===== config.mk =====
export PLATFORM = sky130hd
export DESIGN_NAME = sdram_burst_col_gen
export DESIGN_NICKNAME = d
export VERILOG_FILES = /design/src/rtl/sdram_burst_pkg.sv /design/src/rtl/burst_len_decode.sv /design/src/rtl/burst_col_map.sv /design/src/rtl/burst_seq.sv /design/src/rtl/sdram_burst_col_gen.sv
export SDC_FILE = /design/constraint.sdc
export NUM_CORES = 1
export LEC_CHECK = 0
export BUFFER_PORTS_ARGS = -buffer_cell sky130_fd_sc_hd__buf_2
export CAP_MARGIN = 30
export CORE_MARGIN = 4
export CORE_UTILIZATION = 30
export DETAILED_ROUTE_END_ITERATION = 10
export SETUP_SLACK_MARGIN = 0.1
export SYNTH_ARGS = -nofsm -noshare
export SYNTH_HDL_FRONTEND = slang
export SYNTH_HIERARCHICAL = 1
export SYNTH_SLANG_ARGS = --single-unit

===== constraint.sdc =====
create_clock -name clk_i -period 2.26 [get_ports clk_i]
set_input_delay 0.113 -clock clk_i [delete_from_list [all_inputs] [get_ports clk_i]]
set_output_delay 0.113 -clock clk_i [all_outputs]
set_load 0.02 [all_outputs]

===== src/rtl/sdram_burst_pkg.sv =====
package sdram_burst_pkg;
  typedef enum logic [2:0] {
    BL_1    = 3'b000,
    BL_2    = 3'b001,
    BL_4    = 3'b010,
    BL_8    = 3'b011,
    BL_PAGE = 3'b111
  } blen_code_e;
endpackage


===== src/rtl/burst_len_decode.sv =====
module burst_len_decode
  import sdram_burst_pkg::*;
#(
  parameter int COL_W = 8
) (
  input  logic [2:0]       blen_i,
  output logic [COL_W-1:0] mask_o,
  output logic             full_o
);
  localparam logic [COL_W-1:0] ONE = COL_W'(1);

  always_comb begin
    full_o = (blen_i == BL_PAGE);
    if (full_o)         mask_o = '1;
    else if (blen_i[2]) mask_o = '0;  // reserved codes: single beat
    else                mask_o = (ONE << blen_i[1:0]) - ONE;
  end
endmodule


===== src/rtl/burst_col_map.sv =====
module burst_col_map #(
  parameter int COL_W = 8
) (
  input  logic [COL_W-1:0] base_i,
  input  logic [COL_W-1:0] beat_i,
  input  logic [COL_W-1:0] mask_i,
  input  logic             il_i,
  output logic [COL_W-1:0] col_o
);
  logic [COL_W-1:0] sum_w;
  assign sum_w = base_i + beat_i;

  for (genvar b = 0; b < COL_W; b++) begin : g_bit
    always_comb begin
      if (!mask_i[b])  col_o[b] = base_i[b];
      else if (il_i)   col_o[b] = base_i[b] ^ beat_i[b];
      else             col_o[b] = sum_w[b];
    end
  end
endmodule


===== src/rtl/burst_seq.sv =====
module burst_seq #(
  parameter int COL_W = 8
) (
  input  logic             clk_i,
  input  logic             rst_ni,
  input  logic             start_i,
  input  logic [COL_W-1:0] start_col_i,
  input  logic [COL_W-1:0] mask_i,
  input  logic             full_i,
  input  logic             il_i,
  input  logic             stop_i,
  output logic             active_o,
  output logic             last_o,
  output logic             full_o,
  output logic             il_o,
  output logic [COL_W-1:0] base_o,
  output logic [COL_W-1:0] beat_o,
  output logic [COL_W-1:0] mask_o
);
  logic             active_q, full_q, il_q;
  logic [COL_W-1:0] base_q, beat_q, mask_q;
  logic             last_w;

  assign last_w = active_q & ~full_q & (beat_q == mask_q);

  always_ff @(posedge clk_i or negedge rst_ni) begin
    if (!rst_ni) begin
      active_q <= 1'b0;
      full_q   <= 1'b0;
      il_q     <= 1'b0;
      base_q   <= '0;
      beat_q   <= '0;
      mask_q   <= '0;
    end else if (start_i) begin
      active_q <= 1'b1;
      full_q   <= full_i;
      il_q     <= il_i & ~full_i;  // full page is always sequential
      base_q   <= start_col_i;
      beat_q   <= '0;
      mask_q   <= mask_i;
    end else if (active_q) begin
      if (stop_i || last_w) active_q <= 1'b0;
      else                  beat_q   <= beat_q + COL_W'(1);
    end
  end

  assign active_o = active_q;
  assign last_o   = last_w;
  assign full_o   = full_q;
  assign il_o     = il_q;
  assign base_o   = base_q;
  assign beat_o   = beat_q;
  assign mask_o   = mask_q;
endmodule


===== src/rtl/sdram_burst_col_gen.sv =====
module sdram_burst_col_gen #(
  parameter int COL_W = 8
) (
  input  logic             clk_i,
  input  logic             rst_ni,
  input  logic             start_i,
  input  logic [COL_W-1:0] start_col_i,
  input  logic [2:0]       blen_i,
  input  logic             interleave_i,
  input  logic             stop_i,
  output logic [COL_W-1:0] col_o,
  output logic             valid_o,
  output logic             last_o
);
  logic [COL_W-1:0] dec_mask, base_w, beat_w, mask_w, col_w;
  logic             dec_full, active_w, last_w, full_w, il_w;

  burst_len_decode #(.COL_W(COL_W)) u_dec (
    .blen_i (blen_i),
    .mask_o (dec_mask),
    .full_o (dec_full)
  );

  burst_seq #(.COL_W(COL_W)) u_seq (
    .clk_i       (clk_i),
    .rst_ni      (rst_ni),
    .start_i     (start_i),
    .start_col_i (start_col_i),
    .mask_i      (dec_mask),
    .full_i      (dec_full),
    .il_i        (interleave_i),
    .stop_i      (stop_i),
    .active_o    (active_w),
    .last_o      (last_w),
    .full_o      (full_w),
    .il_o        (il_w),
    .base_o      (base_w),
    .beat_o      (beat_w),
    .mask_o      (mask_w)
  );

  burst_col_map #(.COL_W(COL_W)) u_map (
    .base_i (base_w),
    .beat_i (beat_w),
    .mask_i (mask_w),
    .il_i   (il_w),
    .col_o  (col_w)
  );

  assign valid_o = active_w;
  assign last_o  = last_w;
  assign col_o   = active_w ? col_w : '0;

  assert_start_valid_R2: assert property (@(posedge clk_i) disable iff (!rst_ni)
    start_i |=> (valid_o && col_o == $past(start_col_i)));

  assert_page_step_R6: assert property (@(posedge clk_i) disable iff (!rst_ni)
    (valid_o && full_w && !start_i && !stop_i) |=>
      (valid_o && !last_o && col_o == COL_W'($past(col_o) + COL_W'(1))));

  assert_last_valid_R7: assert property (@(posedge clk_i) disable iff (!rst_ni)
    last_o |-> valid_o);

  assert_last_ends_R7: assert property (@(posedge clk_i) disable iff (!rst_ni)
    (last_o && !start_i) |=> !valid_o);

  assert_stop_ends_R8: assert property (@(posedge clk_i) disable iff (!rst_ni)
    (valid_o && stop_i && !start_i) |=> !valid_o);

  assert_idle_zero_R10: assert property (@(posedge clk_i) disable iff (!rst_ni)
    !valid_o |-> (col_o == '0 && !last_o));
endmodule


---- Word-level counts from Yosys, hierarchy flattened ----
Cells that the tools add are included.
operators by class
  add/sub/neg operators ................... 3
  eq/ne operators ......................... 3
  shift operators ......................... 1
  multiplexer cells ....................... 25
  bitwise operators ....................... 13
  reduce and logical (&&, ||, !) cells .... 3
operator list
  operator                                                             count
  8-bit 2-to-1 mux                                                     6
  1-bit 2-to-1 mux                                                     19
  8-bit by 1-bit adder with 8-bit output (second input constant)       1
  8-bit adder                                                          1
  8-bit == test                                                        1
  1-bit by 2-bit << shifter with 8-bit output (first input constant)   1
  8-bit by 1-bit subtractor with 8-bit output (second input constant)  1
  1-bit bitwise XOR                                                    8
  1-bit AND                                                            3
  3-bit == test (second input constant)                                1
  2-bit != test (second input constant)                                1
  1-bit inverter                                                       2
  2-bit AND reduction                                                  1
  2-bit nonzero test                                                   1
  1-bit logical OR                                                     1
storage, ports and cells
  register bits after elaboration ......... 27
  input bits .............................. 16
  logic and storage cells ................. 54

---- Logic depth before layout (Yosys ltp) ----
Gate-level depths: netlist of the first run.
  depth in word-level cells ............... 7
  depth in mapped cells ................... 9
  depth with buffers taken out ............ 9

---- Hierarchy ----
The synthesis of the first run kept the hierarchy.
modules (own cells, without submodules)
  module               instances  cells an instance  area each (µm²)
  burst_seq            1          102                1,267.5
  burst_col_map        1          61                 440.4
  burst_len_decode     1          10                 73.8
  sdram_burst_col_gen  1          8                  50.0

---- Worst setup path before layout of the first run ----
No wires, ideal clock.
  path kind ............................... register to output
  start point ............................. reg u_seq.beat_q[1], in the netlist u_seq/beat_o[1]
  end point ............................... out col_o[7]
  data arrival time ....................... 1,832 ps
  data required time ...................... 2,147 ps
  setup slack ............................. 315 ps
  cell stages (with the launch flop) ...... 8
  path buffers ............................ 0
  cell sequence ........................... dfrtp_1 > ha_1 > a211oi_2 > nor3_2 > a31oi_1 > mux2i_1 > xor2_1 > and2_1
between the ends
  word-level cells in the longest chain between the ends .. 4
RTL lines
  item                    line                       source
  start, declared         burst_seq.sv:21            logic [COL_W-1:0] base_q, beat_q, mask_q;
  start signal, assigned  burst_seq.sv:43            else beat_q <= beat_q + COL_W'(1);
  8-bit adder             burst_col_map.sv:11        assign sum_w = base_i + beat_i;
  1-bit 2-to-1 mux        burst_col_map.sv:16        else if (il_i) col_o[b] = base_i[b] ^ beat_i[b];
  1-bit 2-to-1 mux        burst_col_map.sv:15        if (!mask_i[b]) col_o[b] = base_i[b];
  named net col_w[7]      sdram_burst_col_gen.sv:15  logic [COL_W-1:0] dec_mask, base_w, beat_w, mask_w, col_w;
  8-bit 2-to-1 mux        sdram_burst_col_gen.sv:52  assign col_o = active_w ? col_w : '0;
  end, declared           sdram_burst_col_gen.sv:11  output logic [COL_W-1:0] col_o,
The timed path passes the listed nets, and every way through them passes these cells.

---- Worst setup path in the final report of the first run ----
Ends and elaborated chain as after synthesis.

==> results.sh, run 1 <==
export IMPL_worst_pin_slew_ns=0.658
export IMPL_htreeDepth=1
export IMPL_drv_cap=0
export IMPL_cp_max_fo=3
export IMPL_first_global_vias=1402
export IMPL_finalHoldViolations=0
export IMPL_swShare=0.317
export IMPL_crit_path_cell_trace="ha_4 > a211oi_2 > nor3_2 > a31oi_2 > mux2i_1 > xor2_1 > and2_1 > buf_6"
export IMPL_p_seq_frac=0.465
export IMPL_gp_congestion=0.818
export IMPL_core_area_um2=5920
export IMPL_p_int_mw=0.826
export IMPL_synthArstFlopShare=1.00
export IMPL_power_frac_comb=0.297
export IMPL_vias=1401
export IMPL_ys_warnings_count=6
export IMPL_dr_pass1_iters=4
export IMPL_syn_to_final_growth_pct=27.3
export IMPL_utilization=0.394
export IMPL_cp_start_kind="register"
export IMPL_peakVddDrop_v=0.000264
export IMPL_syn_area_um2=1830
export IMPL_total_power_mw=1.21
export IMPL_rsz0062_at_grt="true"
export IMPL_path_clk_slew_ns=0.10
export IMPL_antenna_found_initial=0
export IMPL_ys_ff_latch=27
export IMPL_required_ns=2.15
export IMPL_synth_net_count=206
export IMPL_fmax_mhz=438
export IMPL_pin_count=26
export IMPL_clock_latency_ns=0.28
export IMPL_antenna_left=0
export IMPL_path_buf_inv=1
export IMPL_setup_viol=1
export IMPL_layout_common_cells="25 x dfrtp_1, 21 x buf_2, 19 x mux2_2"
export IMPL_synth_ff_type="dfrtp_1"
export IMPL_tns_ns=-0.0233
export IMPL_worstSetupPathType="reg2out"
export IMPL_avgRoutedWirePerCell_um=14.1
export IMPL_cts_buffers=3
export IMPL_slew_violations=0
export IMPL_numPortBuffers=25
export IMPL_drive_above_1_share=0.472
export IMPL_synthCells=181
export IMPL_place_ws_ns=0.158
export IMPL_routed_wl_um=4140
export IMPL_hold_path_class="in2reg"
export IMPL_post_dp_cell_area_um2=2060
export IMPL_avgViaCountPerCell=4.78
export IMPL_status="finished, violations left"
export IMPL_die_h_um=86.1
export IMPL_power_density_nw_per_um2=519
export IMPL_slowest_stage="dfrtp_1"
export IMPL_grt_usage=0.120
export IMPL_ys_types=42
export IMPL_fin_ws_ns=-0.0233
export IMPL_route_detailed_drc=0
export IMPL_fin_skew_ns=0.00464
export IMPL_whs_ns=0.0561
export IMPL_fin_crit_sh=1.01
export IMPL_dieWidth_um=86.1
export IMPL_final_common_cell="dfrtp_1"
export IMPL_grt_max_degree=35
export IMPL_critical_path_arrival_ns=2.17
export IMPL_violations="setup timing"
export IMPL_instances_no_fill=293
export IMPL_layout_nets=244
export IMPL_synth_yosys_seq_area_share=0.369
export IMPL_p_leak_nw=1.05
export IMPL_slew_headroom=0.561
export IMPL_drt_iter0_drc=63
export IMPL_end_kind="output pin"
export IMPL_clock_power_share=0.238
export IMPL_num_rows=28
export IMPL_critPathTopFamily="compound AO/OA/AOI/OAI gates"
export IMPL_dieArea_um2=7420
export IMPL_diodes=0
export IMPL_root_buffer="clkbuf_8"
export IMPL_dp_cells=281
export IMPL_start_util=0.309
export IMPL_tritoncts="done"
export IMPL_netSwitchingPower_mw=0.383
export IMPL_synth_edf_count=0
export IMPL_place_hpwl_um=2970
export IMPL_design_area_um2=2330
export IMPL_clock_sinks=27
export IMPL_grt_pass1_wl_um=6880
export IMPL_cpPeakStageDelay_ns=0.42
export IMPL_grt_ovfl_total=0
export IMPL_cts_buffer_depth=2
export IMPL_avgSynthCellArea_um2=10.1
export IMPL_min_period_ns=2.28
cell usage after synthesis, types with 2 or more instances:
cell	number	area (um^2)
o21ai_0	3	15.0
inv_1	6	22.5
nand2b_1	3	18.8
mux2_1	2	22.5
nor3_1	2	10.0
dfrtp_1	27	676
mux2i_1	2	20.0
xor2_1	9	78.8
ha_1	8	100
nand4_1	3	18.8
and2_1	10	62.6
or2b_1	3	22.5
xnor2_1	5	43.8
a21oi_1	11	55.1
mux2_2	19	214
nand3b_1	3	22.5
o22ai_1	2	12.5
a31o_2	3	26.3
clkbuf_1	4	15.0
and3_2	8	60.1
nor2b_1	5	31.3
a31oi_1	2	12.5
nand2_1	6	22.5
nor2_1	16	60.1
buf_6	2	22.5
routing by layer:
layer,track usage,vias up,part of all wire
met4,0.0504,0,0.013
met1,0.157,668,0.49
met3,0.0163,4,0.027
li1,-,709,-
met5,0,-,0
met2,0.197,20,0.47
worst paths after layout:
path	cells after the start	end	from	slack [ns]
max in group asynchronous	2	u_seq/beat_o[3]$_DFFE_PN0P_	rst_ni	1.43
setup reg to reg	7	u_seq/beat_o[6]$_DFFE_PN0P_	u_seq/beat_o[2]$_DFFE_PN0P_	0.19
hold / removal	2	u_seq/base_o[7]$_DFFE_PN0P_	start_col_i[7]	0.06
hold reg to reg	1	u_seq/full_o$_DFFE_PN0P_	u_seq/full_o$_DFFE_PN0P_	0.51
setup / recovery	8	col_o[7]	u_seq/beat_o[1]$_DFFE_PN0P_	-0.02
min in group asynchronous	2	u_seq/beat_o[6]$_DFFE_PN0P_	rst_ni	0.38
flip-flops by register name, indices dropped and copies added, names as in the netlist:
name and flops:
u_seq/base_o 8, u_seq/beat_o 8, u_seq/mask_o 8, u_seq/active_o 1, u_seq/full_o 1, u_seq/il_o 1
timing repair:
action / 4_1_cts / 5_1_grt
buffers inserted: 7 / 0
hold endpoints to repair: 27 / 0
endpoints found under the setup margin: 4 / 7
resized for setup: 23 / 10
pin swaps: 20 / 9
hold buffers: 1 / 0
cells by family after synthesis:
| kind of cell | share of synthesized area |
|---|---|
| adders and majority gates | 0.0717 |
| AOI/OAI and AO/OA | 0.0929 |
| xor gates and xnor gates | 0.0669 |
| and+or+nand+nor | 0.212 |
| muxes | 0.148 |
| DFF | 0.369 |
| buffers and inverters | 0.0389 |
area by class of cell:
cell class              instances  area, um^2
fillers                       584        3590
multi-input cells             140        1220
flip-flops and latches         27         678
repair buffers                 40         265
well taps                      75        93.8
clock buffers                   3        41.3
inverters                       7        26.3
clock inverters                 1        7.51
power by group through the flow:
stage	Clock (mW)	Combinational, mW	Sequential, mW
3_3_place_gp	0	0.295	0.565
3_5_place_dp	0	0.298	0.567
6_report	0.288	0.360	0.562
4_1_cts	0.306	0.348	0.560
5_1_grt	0.332	0.396	0.567
2_1_floorplan	0	0.212	0.557
No activity file was read; power rests on OpenSTA's default activity.
==> run 2, diff against run 1 <==
- CTS_BUF_LIST: default -> sky130_fd_sc_hd__clkbuf_8
- TNS_END_PERCENT: default -> 10
==> run 2 against run 1 <==
Compared with the run above:
- the flow still finishes with violations (setup timing)
- final cell count down 0.34%
- critical path type unchanged
- clock power about the same
- register-to-register slack about the same
==> results.sh, run 2 (same netlist as run 1, synthesis figures left out) <==
export IMPL_status="finished, violations left"
export IMPL_violations="setup timing"
export IMPL_layout_common_cells="25 x dfrtp_1, 21 x buf_2, 19 x mux2_2"
export IMPL_swShare=0.316
export IMPL_gp_congestion=0.818
export IMPL_clock_power_share=0.239
export IMPL_avgRoutedWirePerCell_um=13.9
export IMPL_netSwitchingPower_mw=0.380
export IMPL_p_seq_frac=0.467
export IMPL_cts_buffer_depth=2
export IMPL_routed_wl_um=4070
export IMPL_fin_ws_ns=-0.0236
export IMPL_place_hpwl_um=2970
export IMPL_regToRegEndpoint="u_seq/beat_o[6]$_DFFE_PN0P_"
export IMPL_path_clk_slew_ns=0.10
export IMPL_p_leak_nw=1.04
export IMPL_tritoncts="done"
export IMPL_slew_violations=0
export IMPL_diodes=0
export IMPL_antenna_found_initial=0
export IMPL_required_ns=2.15
export IMPL_clock_latency_ns=0.28
export IMPL_num_rows=28
export IMPL_route_detailed_drc=0
export IMPL_fin_crit_sh=1.01
export IMPL_total_power_mw=1.20
export IMPL_fmax_mhz=438
export IMPL_drive_above_1_share=0.456
export IMPL_core_area_um2=5920
export IMPL_root_buffer="clkbuf_8"
export IMPL_holdCritStartpoint="start_col_i[7]"
export IMPL_grt_usage=0.118
export IMPL_worst_pin_slew_ns=0.664
export IMPL_vias=1403
export IMPL_cp_max_fo=3
export IMPL_dieWidth_um=86.1
export IMPL_grt_pass1_wl_um=6780
export IMPL_post_dp_cell_area_um2=2060
export IMPL_hold_path_class="in2reg"
export IMPL_end_kind="output pin"
export IMPL_drt_iter0_drc=49
export IMPL_grt_max_degree=35
export IMPL_critical_path_arrival_ns=2.17
export IMPL_slew_headroom=0.557
export IMPL_clock_sinks=27
export IMPL_dieArea_um2=7420
export IMPL_timing_hold_worst_path_depth=2
export IMPL_design_area_um2=2310
export IMPL_r2r_start="u_seq/beat_o[2]$_DFFE_PN0P_"
export IMPL_dp_cells=281
export IMPL_dr_pass1_iters=4
export IMPL_syn_to_final_growth_pct=26.0
export IMPL_first_global_vias=1382
export IMPL_reg2reg_slack_ns=0.19
export IMPL_layout_nets=243
export IMPL_cp_start_kind="register"
export IMPL_fin_skew_ns=0.00238
export IMPL_die_h_um=86.1
export IMPL_peakVddDrop_v=0.000262
export IMPL_p_int_mw=0.821
export IMPL_grt_ovfl_total=0
export IMPL_pin_count=26
export IMPL_htreeDepth=1
export IMPL_rsz0062_at_grt="true"
export IMPL_setup_viol=2
export IMPL_power_frac_comb=0.293
export IMPL_numPortBuffers=25
export IMPL_drv_cap=0
export IMPL_cts_buffers=3
export IMPL_final_common_cell="dfrtp_1"
export IMPL_start_util=0.309
export IMPL_worstSetupPathType="reg2out"
export IMPL_r2r_cells=7
export IMPL_instances_no_fill=292
export IMPL_min_period_ns=2.28
export IMPL_power_density_nw_per_um2=520
export IMPL_avgViaCountPerCell=4.80
export IMPL_fillCellCount=585
export IMPL_crit_path_end="col_o[5]"
export IMPL_finalHoldViolations=0
export IMPL_antenna_left=0
export IMPL_cp_startpoint="u_seq/base_o[1]$_DFFE_PN0P_"
==> run 2: cell types whose count changed in the layout (fill, tap and decap cells not counted), sizes merged <==
cell	change
buf	-1
==> run 2: layer usage <==
layer	wire, um	up-vias	global-route usage
met1	2010	670	0.159
met4	53	0	0.0504
li1	-	707	-
met3	125	4	0.0163
met2	1880	22	0.189
met5	0	-	0
==> run 2: cell type report <==
type | count | area, um^2 | share of cell area
multi-input cells | 140 | 1200 | 0.521
clock buffers | 3 | 41.3 | 0.0179
repair buffers | 39 | 258 | 0.112
clock inverters | 1 | 7.51 | 0.00325
inverters | 7 | 26.3 | 0.0114
well taps | 75 | 93.8 | 0.0407
flip-flops and latches | 27 | 678 | 0.294
==> run 2: repair_timing <==
action	CTS	global route
pin swaps	18	10
setup endpoints to repair	4	7
buffers inserted	6	0
resized for setup	18	11
gates cloned	0	0
hold buffers	1	0
endpoints found under the hold margin	27	0
==> run 2: power groups by stage <==
stage               combinational (mW)  clock [mW]  sequential (mW)
floorplan                        0.212           0            0.557
global placement                 0.295           0            0.565
detailed placement               0.298           0            0.567
CTS                              0.338       0.306            0.560
global route                     0.388       0.332            0.567
finish                           0.352       0.287            0.561
==> run 2: critical path, stage by stage (launching register included) <==
cell and delay (ns):
dfrtp_1 0.43, ha_4 0.30, a211oi_2 0.06, nor3_2 0.26, a31oi_1 0.15, xnor2_1 0.14, mux2_4 0.25, and2_1 0.15
buf_2 0.15
==> run 2: worst min path at each step <==
| stage | end | slack (ns) |
|---|---|---|
| after global routing | u_seq/base_o[4]$_DFFE_PN0P_ | 0.04 |
| after global placement | u_seq/beat_o[6]$_DFFE_PN0P_ | 0.17 |
| after detailed placement | u_seq/beat_o[6]$_DFFE_PN0P_ | 0.18 |
| after floorplan | u_seq/active_o$_DFF_PN0_ | -0.18 |
| final | u_seq/base_o[7]$_DFFE_PN0P_ | 0.06 |
| after CTS | u_seq/base_o[4]$_DFFE_PN0P_ | 0.05 |
==> run 2: stage by stage <==
step	TNS [ns]	utilization	hold WS [ns]	worst slack (ns)
3_3_place_gp	0	0.348	0.174	0.162
5_1_grt	-0.469	0.390	0.0385	-0.136
2_1_floorplan	0	-	-0.183	0.315
4_1_cts	-0.0855	0.381	0.0500	-0.0293
6_report	-0.0341	0.390	0.0575	-0.0236
3_5_place_dp	0	0.348	0.183	0.158
